$ cat src/rtl/tblx_pkg.sv
package tblx_pkg;
  typedef enum logic [1:0] {ST_IDLE, ST_FETCH, ST_ISSUE} tblx_state_e;

  localparam logic [15:0] TBLX_MASK  = 16'hE083;
  localparam logic [15:0] TBLX_MATCH = 16'h8000;
  localparam logic [6:0]  OPC_JAL    = 7'b1101111;
  localparam int          OFF_W      = 12;
  localparam int          REGION_W   = 21;
endpackage

$ cat src/rtl/tblx_decode.sv
module tblx_decode
  import tblx_pkg::*;
#(
  parameter int XLEN = 32
) (
  input  logic [15:0]     insn_i,
  input  logic [XLEN-1:0] csr_i,
  output logic            hit_o,
  output logic            hw_mode_o,
  output logic [XLEN-1:0] addr_o
);
  logic [OFF_W-1:0] off;
  logic [XLEN-1:0]  base;
  logic             unused_csr;

  assign hit_o     = (insn_i & TBLX_MASK) == TBLX_MATCH;
  assign hw_mode_o = csr_i[0];
  assign unused_csr = csr_i[1];

  // scattered immediate -> word-aligned byte offset
  assign off = {insn_i[8], insn_i[12], insn_i[3], insn_i[9], insn_i[6:5],
                insn_i[2], insn_i[11:10], insn_i[4], 2'b00};

  assign base   = {csr_i[XLEN-1:2], 2'b00};
  assign addr_o = base + XLEN'(off);
endmodule

$ cat src/rtl/tblx_jal_fix.sv
module tblx_jal_fix
  import tblx_pkg::*;
#(
  parameter int XLEN = 32
) (
  input  logic [31:0]     word_i,
  input  logic [XLEN-1:0] pc_i,
  output logic            is_jal_o,
  output logic [XLEN-1:0] target_o
);
  logic [REGION_W-1:0] imm;
  logic [11:0]         unused_bits;

  assign is_jal_o = word_i[6:0] == OPC_JAL;
  assign imm      = {word_i[31], word_i[19:12], word_i[20], word_i[30:21], 1'b0};
  assign target_o = {pc_i[XLEN-1:REGION_W], imm};
  assign unused_bits = {word_i[11:7], 7'(pc_i[REGION_W-1:REGION_W-7])};
endmodule

$ cat src/rtl/tblx_seq.sv
module tblx_seq
  import tblx_pkg::*;
#(
  parameter int XLEN = 32
) (
  input  logic            clk_i,
  input  logic            rst_ni,
  input  logic            start_i,
  input  logic            hit_i,
  input  logic            hw_mode_i,
  input  logic [XLEN-1:0] addr_i,
  input  logic [XLEN-1:0] pc_i,
  input  logic            mem_ready_i,
  input  logic            mem_err_i,
  input  logic [31:0]     mem_rdata_i,
  output logic            mem_req_o,
  output logic [XLEN-1:0] mem_addr_o,
  output logic [31:0]     word_o,
  output logic [XLEN-1:0] pc_o,
  output logic            issue_o,
  output logic            illegal_o,
  output logic            fault_o
);
  tblx_state_e state_q, state_d;
  logic [XLEN-1:0] addr_q, pc_q;
  logic [31:0]     word_q;
  logic            illegal_q, fault_q;
  logic            accept, resp;

  assign accept = (state_q == ST_IDLE) && start_i && hit_i;
  assign resp   = (state_q == ST_FETCH) && mem_ready_i;

  always_comb begin
    state_d = state_q;
    unique case (state_q)
      ST_IDLE:  if (accept && !hw_mode_i) state_d = ST_FETCH;
      ST_FETCH: if (mem_ready_i) state_d = mem_err_i ? ST_IDLE : ST_ISSUE;
      ST_ISSUE: state_d = ST_IDLE;
      default:  state_d = ST_IDLE;
    endcase
  end

  always_ff @(posedge clk_i or negedge rst_ni) begin
    if (!rst_ni) begin
      state_q   <= ST_IDLE;
      addr_q    <= '0;
      pc_q      <= '0;
      word_q    <= '0;
      illegal_q <= 1'b0;
      fault_q   <= 1'b0;
    end else begin
      state_q   <= state_d;
      illegal_q <= accept && hw_mode_i;
      fault_q   <= resp && mem_err_i;
      if (accept) begin
        addr_q <= addr_i;
        pc_q   <= pc_i;
      end
      if (resp && !mem_err_i) word_q <= mem_rdata_i;
    end
  end

  assign mem_req_o  = state_q == ST_FETCH;
  assign mem_addr_o = addr_q;
  assign word_o     = word_q;
  assign pc_o       = pc_q;
  assign issue_o    = state_q == ST_ISSUE;
  assign illegal_o  = illegal_q;
  assign fault_o    = fault_q;
endmodule

$ cat src/rtl/tblx_expander.sv
module tblx_expander #(
  parameter int XLEN = 32
) (
  input  logic            clk_i,
  input  logic            rst_ni,
  input  logic            start_i,
  input  logic [15:0]     insn_i,
  input  logic [XLEN-1:0] pc_i,
  input  logic [XLEN-1:0] tbase_csr_i,
  output logic            mem_req_o,
  output logic [XLEN-1:0] mem_addr_o,
  input  logic            mem_ready_i,
  input  logic            mem_err_i,
  input  logic [31:0]     mem_rdata_i,
  output logic            issue_valid_o,
  output logic [31:0]     issue_insn_o,
  output logic            redirect_o,
  output logic [XLEN-1:0] redirect_pc_o,
  output logic [XLEN-1:0] next_pc_o,
  output logic            illegal_o,
  output logic            fault_o
);
  logic            hit, hw_mode, is_jal, issue;
  logic [XLEN-1:0] fetch_addr, pc_held, target;
  logic [31:0]     word;

  tblx_decode #(.XLEN(XLEN)) u_decode (
    .insn_i    (insn_i),
    .csr_i     (tbase_csr_i),
    .hit_o     (hit),
    .hw_mode_o (hw_mode),
    .addr_o    (fetch_addr)
  );

  tblx_seq #(.XLEN(XLEN)) u_seq (
    .clk_i       (clk_i),
    .rst_ni      (rst_ni),
    .start_i     (start_i),
    .hit_i       (hit),
    .hw_mode_i   (hw_mode),
    .addr_i      (fetch_addr),
    .pc_i        (pc_i),
    .mem_ready_i (mem_ready_i),
    .mem_err_i   (mem_err_i),
    .mem_rdata_i (mem_rdata_i),
    .mem_req_o   (mem_req_o),
    .mem_addr_o  (mem_addr_o),
    .word_o      (word),
    .pc_o        (pc_held),
    .issue_o     (issue),
    .illegal_o   (illegal_o),
    .fault_o     (fault_o)
  );

  tblx_jal_fix #(.XLEN(XLEN)) u_jal (
    .word_i   (word),
    .pc_i     (pc_held),
    .is_jal_o (is_jal),
    .target_o (target)
  );

  assign issue_valid_o = issue;
  assign issue_insn_o  = word;
  assign redirect_o    = issue && is_jal;
  assign redirect_pc_o = target;
  assign next_pc_o     = pc_held + XLEN'(2);
endmodule

$ cat config.mk
export PLATFORM = sky130hd
export DESIGN_NAME = tblx_expander
export DESIGN_NICKNAME = d
export VERILOG_FILES = /design/src/rtl/tblx_pkg.sv /design/src/rtl/tblx_decode.sv /design/src/rtl/tblx_jal_fix.sv /design/src/rtl/tblx_seq.sv /design/src/rtl/tblx_expander.sv
export SDC_FILE = /design/constraint.sdc
export NUM_CORES = 1
export LEC_CHECK = 0
export ABC_CLOCK_PERIOD_IN_PS = 2700
export CAP_MARGIN = 20
export CORE_MARGIN = 4
export CORE_UTILIZATION = 40
export DETAILED_ROUTE_END_ITERATION = 16
export PLACE_DENSITY = 0.78
export SYNTH_ARGS = -nofsm -noshare
export SYNTH_HDL_FRONTEND = slang
export SYNTH_SLANG_ARGS = --single-unit
$ cat constraint.sdc
create_clock -name clk_i -period 2.7 [get_ports clk_i]
set_input_delay 0.54 -clock clk_i [delete_from_list [all_inputs] [get_ports clk_i]]
set_output_delay 0.54 -clock clk_i [all_outputs]
set_load 0.03 [all_outputs]
# Yosys cells after proc, flatten, opt, wreduce, memory -nomap -nowiden
# Cells that the tools add are included.
word_totals:
  ff_bits: 100
  out_inout_bits: 133
  in_bits: 117
  elab_cells: 30
op_classes:
  reduce_logical: 12
  eq_ne: 6
  n_addsub: 2
  mux: 4
ops:
  columns: ["cell", "n"]
  rows:
  - ["32-bit by 12-bit adder with 32-bit output", 1]
  - ["32-bit by 2-bit adder with 32-bit output (second input constant)", 1]
  - ["1-bit logical AND", 8]
  - ["7-bit equality test (second input constant)", 1]
  - ["6-bit equality test (second input constant)", 1]
  - ["2-bit 2-to-1 mux", 3]
  - ["2-bit case mux with 2 select lines", 1]
  - ["2-bit by 1-bit equality test with 1-bit output (second input constant)", 1]
  - ["2-bit equality test (second input constant)", 1]
  - ["1-bit logical NOT", 2]
  - ["2-bit logical NOT", 1]
  - ["2-bit by 1-bit != test with 1-bit output (second input constant)", 1]
  - ["2-bit != test (second input constant)", 1]
  - ["2-bit AND reduction", 1]

# Logic depth before layout (Yosys ltp)
depth:
  depth_word: 6
  mapped_depth: 10
  depth_no_buf: 9

# Modules after synthesis
# From an unflattened synthesis, not the netlist that was laid out.
hier_totals:
  cells_unflattened: 478
  hier_area_um2: 5948.2
by_module_without_submodules:
  columns: ["module", "area_per_inst_um2", "seq_area_each_um2", "instances", "cells_per_inst"]
  rows:
  - ["tblx_seq", 4007.6, 2502.4, 1, 216]
  - ["tblx_decode", 1103.6, 0.0, 1, 145]
  - ["tblx_expander", 575.6, 0.0, 1, 81]
  - ["tblx_jal_fix", 261.5, 0.0, 1, 36]

# Worst setup path before layout
# OpenSTA, ideal clock, no wires.
synth_timing:
  kind: "register to output"
  startpoint: "reg u_seq.pc_q[1] (netlist: u_seq.pc_o[1])"
  endpoint: "out next_pc_o[27]"
  required_ns: 2.160
  n_path_buf: 1
  t_arrival_ns: 2.181
  path_stages_with_launch: 9
  setup_slack_ns: -0.021
  path_cell_list: "dfrtp_1 -> ha_1 -> and3_1 -> buf_4 -> nand4_1 -> nor3_1 -> and2_1 -> nand4_1 -> xnor2_1"
synth_between:
  elab_chain_len: 1
synth_rtl:
  columns: ["element", "line", "rtl"]
  rows:
  - ["start: declaration", "tblx_seq.sv:25", "logic [XLEN-1:0] addr_q, pc_q;"]
  - ["start signal: assignment", "tblx_seq.sv:57", "pc_q <= pc_i;"]
  - ["32-bit by 2-bit adder with 32-bit output", "tblx_expander.sv:66", "assign next_pc_o = pc_held + XLEN'(2);"]
  - ["end: declaration", "tblx_expander.sv:19", "output logic [XLEN-1:0] next_pc_o,"]
# No other way between the ends.

# Worst setup path after layout
layout_timing:
  startpoint: "reg u_seq.pc_q[8] (netlist: u_seq.pc_o[8])"
  endpoint: "out next_pc_o[24]"
# The elaborated chain is that of the path after synthesis.

==> PnR_summary.wiki <==
{| class="wikitable"
! Metric !! Value
|-
| Final layout net count || 936
|-
| Cell row count || 41
|-
| Sum Neg Setup Slack || -1.62 ns
|-
| Clock Sinks || 98
|-
| Fraction of layout instances using a drive strength above 1 || 0.176
|-
| Worst hold margin || 0.199 ns
|-
| Maximum operating frequency || 334 MHz
|-
| Hpwl dp || 11800 um
|-
| Critical Path Most Common Cell || sky130_fd_sc_hd__buf_4
|-
| Highest signal layer in the routed design || met4
|-
| Post-detailed-route via-to-cell ratio || 5.06
|-
| Root buf cell || sky130_fd_sc_hd__clkbuf_16
|-
| Type of the worst setup path || reg2out
|-
| Top cells by area, synth || sky130_fd_sc_hd__dfrtp_1 46%, sky130_fd_sc_hd__nand2_1 9.0%, sky130_fd_sc_hd__mux2_2 6.8%, sky130_fd_sc_hd__buf_4 5.1%, sky130_fd_sc_hd__xnor2_1 4.0%
|-
| Gp weighted congestion || 0.887
|-
| Worst-Skew Late Latency || 0.35 ns
|-
| Port Buf Inserts || 245
|-
| Peak supply drop || 395 uV
|-
| Series of cell instances along the critical path || and4_4 > nand2_2 > or4_4 > buf_6 > nor2_4 > buf_4 > nand2_1 > xnor2_1 > buf_4
|-
| Syn Std Cell Area || 5310 um^2
|-
| Crit share post-route || 1.11
|-
| Number of H-tree branching levels || 3
|-
| Share of synthesized registers carrying an async set or reset || 1.00
|-
| Max Slew Vio Count || 0
|-
| Syn-to-layout area delta || 57.5%
|-
| Number of setup violations in the final report || 11
|-
| Final wirelength || 15600 um
|-
| GRT Residual Overflow || 0
|-
| Wire per inst || 15.8 um
|-
| Post-placement setup slack || -0.536 ns
|-
| Clock network power share || 0.271
|-
| Maximum fanout along the worst path || 4
|-
| Max Buffers Root-to-Sink || 2
|-
| CP arrival || 2.45 ns
|-
| Synthesized flop and latch total || 98
|-
| Crit path buf inv count || 3
|-
| Total power per unit cell area || 575 nW/um^2
|-
| Num CTS Buffers || 9
|-
| Min-Delay Path Class || in2async
|-
| Net switching fraction of the power || 0.343
|-
| Mean cell area of the mapped netlist || 9.52 um^2
|-
| Yosys cell types || 44
|-
| Detail Route Antenna Nets || 0
|-
| GRT Util Overall || 0.197
|-
| Via count of the first global-routing pass || 4897
|-
| Count of flip-flops with a built-in enable after synthesis || 0
|-
| Die width || 123 um
|-
| Fraction of the yosys area taken by sequential cells || 0.462
|-
| First-pass iteration count of the detailed router || 5
|-
| DRC marker count from the first detailed-route iteration || 235
|-
| Combinational share of power || 0.350
|-
| Critical path's largest stage delay || 0.52 ns
|-
| Unrepaired setup endpoints after global routing || true
|-
| Result of the run || finished with violations
|-
| Antenna diode instance count || 0
|-
| Core region area || 12800 um^2
|-
| Total internal power || 3.16 mW
|-
| Most used standard cells in the synthesized netlist || 128 x sky130_fd_sc_hd__nand2_1, 98 x sky130_fd_sc_hd__dfrtp_1, 36 x sky130_fd_sc_hd__buf_4
|-
| Net switching power figure || 1.65 mW
|-
| Startpoint Class || flip-flop
|-
| Number of fill cells in the layout || 1039
|-
| Yosys warnings || 0
|-
| Met1 Wirelength || 6190 um
|-
| Initial antenna violation count || 0
|-
| Kind of cell with the highest combined delay on the critical path || simple AND/OR/NAND/NOR gates
|-
| Cell type of the slowest stage on the worst timing path || sky130_fd_sc_hd__or4_4
|-
| Hold violation count in the final report || 0
|-
| First-pass GRT wire length || 23800 um
|-
| DIE HEIGHT || 123 um
|-
| Minimum clock period || 2.99 ns
|-
| Number of max-capacitance violations reported || 0
|-
| Clock tree from TritonCTS || built
|-
| Floorplan die area || 15200 um^2
|-
| Sequential group share of total power || 0.379
|-
| Num ports || 250
|-
| Transition time at the pin with the least slew margin || 0.621 ns
|-
| Final Worst Setup Slack || -0.293 ns
|-
| Max Clock Skew || 0.00602 ns
|-
| Gate count after technology mapping || 558
|-
| Dominant register cell in the synthesized netlist || sky130_fd_sc_hd__dfrtp_1
|-
| Violated checks || setup timing
|-
| Synth top area share || 0.462
|-
| Worst slew slack as a fraction of its limit || 0.586
|-
| Most used standard cell by instance count after synthesis || sky130_fd_sc_hd__nand2_1
|-
| Total met3 wirelength after detailed routing || 943 um
|-
| Required @ worst endpoint || 2.16 ns
|-
| Worst Setup End Kind || output pin
|-
| Leakage power || 3.78 nW
|-
| Maximum number of pins on one net before global-route repair || 70
|-
| Clock-pin slew reported for the worst setup and hold paths after clock tree synthesis || 0.07 ns
|-
| Starting density of the core || 0.414
|-
| DRC errors left || 0
|-
| Largest area contributor in the netlist || sky130_fd_sc_hd__dfrtp_1
|-
| Vias after detailed routing || 4983
|-
| Total length of routed met2 wires || 8070 um
|}
-- cells by family after synthesis --
group | count (synthesis) | synth area share
AND/OR/NAND/NOR | 239 | 0.216
flip-flops | 98 | 0.462
AO/OA/AOI/OAI | 71 | 0.0855
buffers and inverters | 67 | 0.0756
XOR/XNOR | 38 | 0.0626
multiplexers | 32 | 0.0678
adder cells (fa/ha/maj) | 12 | 0.0297
other | 1 | 0.000706
-- cell usage in the layout, fill, tap and decap left out, types with 4 or more instances in the layout --
cell                              count
sky130_fd_sc_hd__mux2_2              32
sky130_fd_sc_hd__inv_1                9
sky130_fd_sc_hd__nor2_4               4
sky130_fd_sc_hd__or3_1                8
sky130_fd_sc_hd__o21ai_0             21
sky130_fd_sc_hd__clkdlybuf4s50_1    216
sky130_fd_sc_hd__nand4_1             10
sky130_fd_sc_hd__a31oi_1             16
sky130_fd_sc_hd__o31ai_1             12
sky130_fd_sc_hd__buf_4               57
sky130_fd_sc_hd__or4_1                8
sky130_fd_sc_hd__clkbuf_16            9
sky130_fd_sc_hd__dlygate4sd2_1        8
sky130_fd_sc_hd__nand3_2              5
sky130_fd_sc_hd__nand3_1             15
sky130_fd_sc_hd__xnor2_1             23
sky130_fd_sc_hd__nor2_1              24
sky130_fd_sc_hd__ha_1                 9
sky130_fd_sc_hd__nand2_1            127
sky130_fd_sc_hd__a21o_1               5
sky130_fd_sc_hd__a21oi_1              4
sky130_fd_sc_hd__xor2_1              14
sky130_fd_sc_hd__dfrtp_1             98
sky130_fd_sc_hd__and3_1              13
sky130_fd_sc_hd__nor2b_1              4
-- cell type report --
type                       count  area [um^2]  share of cell area
sequential                    98         2450               0.293
inverter                      10         37.5             0.00449
timing repair buffer         293         2790               0.334
multi-input combinational    395         2560               0.307
clock inverter                 6         72.6             0.00867
tap                          172          215              0.0257
clock buffer                  10          229              0.0274
-- repair_timing --
item | 4_1_cts | 5_1_grt
hold buffers | 0 | 0
cloned | 0 | 0
pin swaps | 13 | 20
resized for setup | 32 | 20
buffers inserted | 8 | 9
setup endpoints to repair | 33 | 28
-- per-stage QoR --
stage / utilization / instance area, um^2 / std cells / power, mW
after CTS: 0.645 / 8280 / 976 / 4.85
after global placement: 0.614 / 7870 / 953 / 3.49
final: 0.652 / 8370 / 984 / 4.81
after floorplan: - / 5330 / 560 / 2.74
after global routing: 0.652 / 8370 / 984 / 5.03
after detailed placement: 0.614 / 7870 / 953 / 3.53
-- state kept, by name, summed over array words and instances (netlist names) --
name / count
u_seq.fault_o: 1
u_seq.illegal_o: 1
u_seq.mem_addr_o: 30
u_seq.pc_o: 32
u_seq.state_q: 2
u_seq.word_o: 32
-- worst reg2reg max path, stage by stage, from the launching register on --
cell and delay (ns):
sky130_fd_sc_hd__dfrtp_1 0.36, sky130_fd_sc_hd__nor2b_1 0.24, sky130_fd_sc_hd__nand2_1 0.09, sky130_fd_sc_hd__nor2_2 0.10
sky130_fd_sc_hd__buf_4 0.38, sky130_fd_sc_hd__mux2_2 0.41
-- power groups by stage --
stage | Sequential [mW] | Clock (mW) | Combinational (mW)
after floorplan | 2.07 | 0 | 0.662
after global placement | 1.83 | 0 | 1.66
after detailed placement | 1.84 | 0 | 1.69
after CTS | 1.82 | 1.34 | 1.69
after global routing | 1.85 | 1.39 | 1.79
final | 1.82 | 1.30 | 1.69
-- routing by layer --
layer | up-vias | track usage
met5 | - | 0
met4 | 0 | 0.0789
met3 | 28 | 0.0320
met2 | 189 | 0.343
met1 | 2387 | 0.244
li1 | 2379 | -
-- worst paths after layout --
check,start,to,slack (ns),cells past startpoint
setup / recovery,u_seq.pc_o[8],next_pc_o[24],-0.29,9
hold / removal,rst_ni,u_seq.pc_o[19],0.20,1
setup reg to reg,u_seq.state_q[0],u_seq.word_o[29],0.99,5
hold reg to reg,u_seq.mem_addr_o[7],u_seq.mem_addr_o[7],0.48,2
max in group asynchronous,rst_ni,u_seq.word_o[28],1.80,2
min in group clk_i,u_seq.mem_addr_o[7],u_seq.mem_addr_o[7],0.48,2
(Power assumes the default switching activity.)
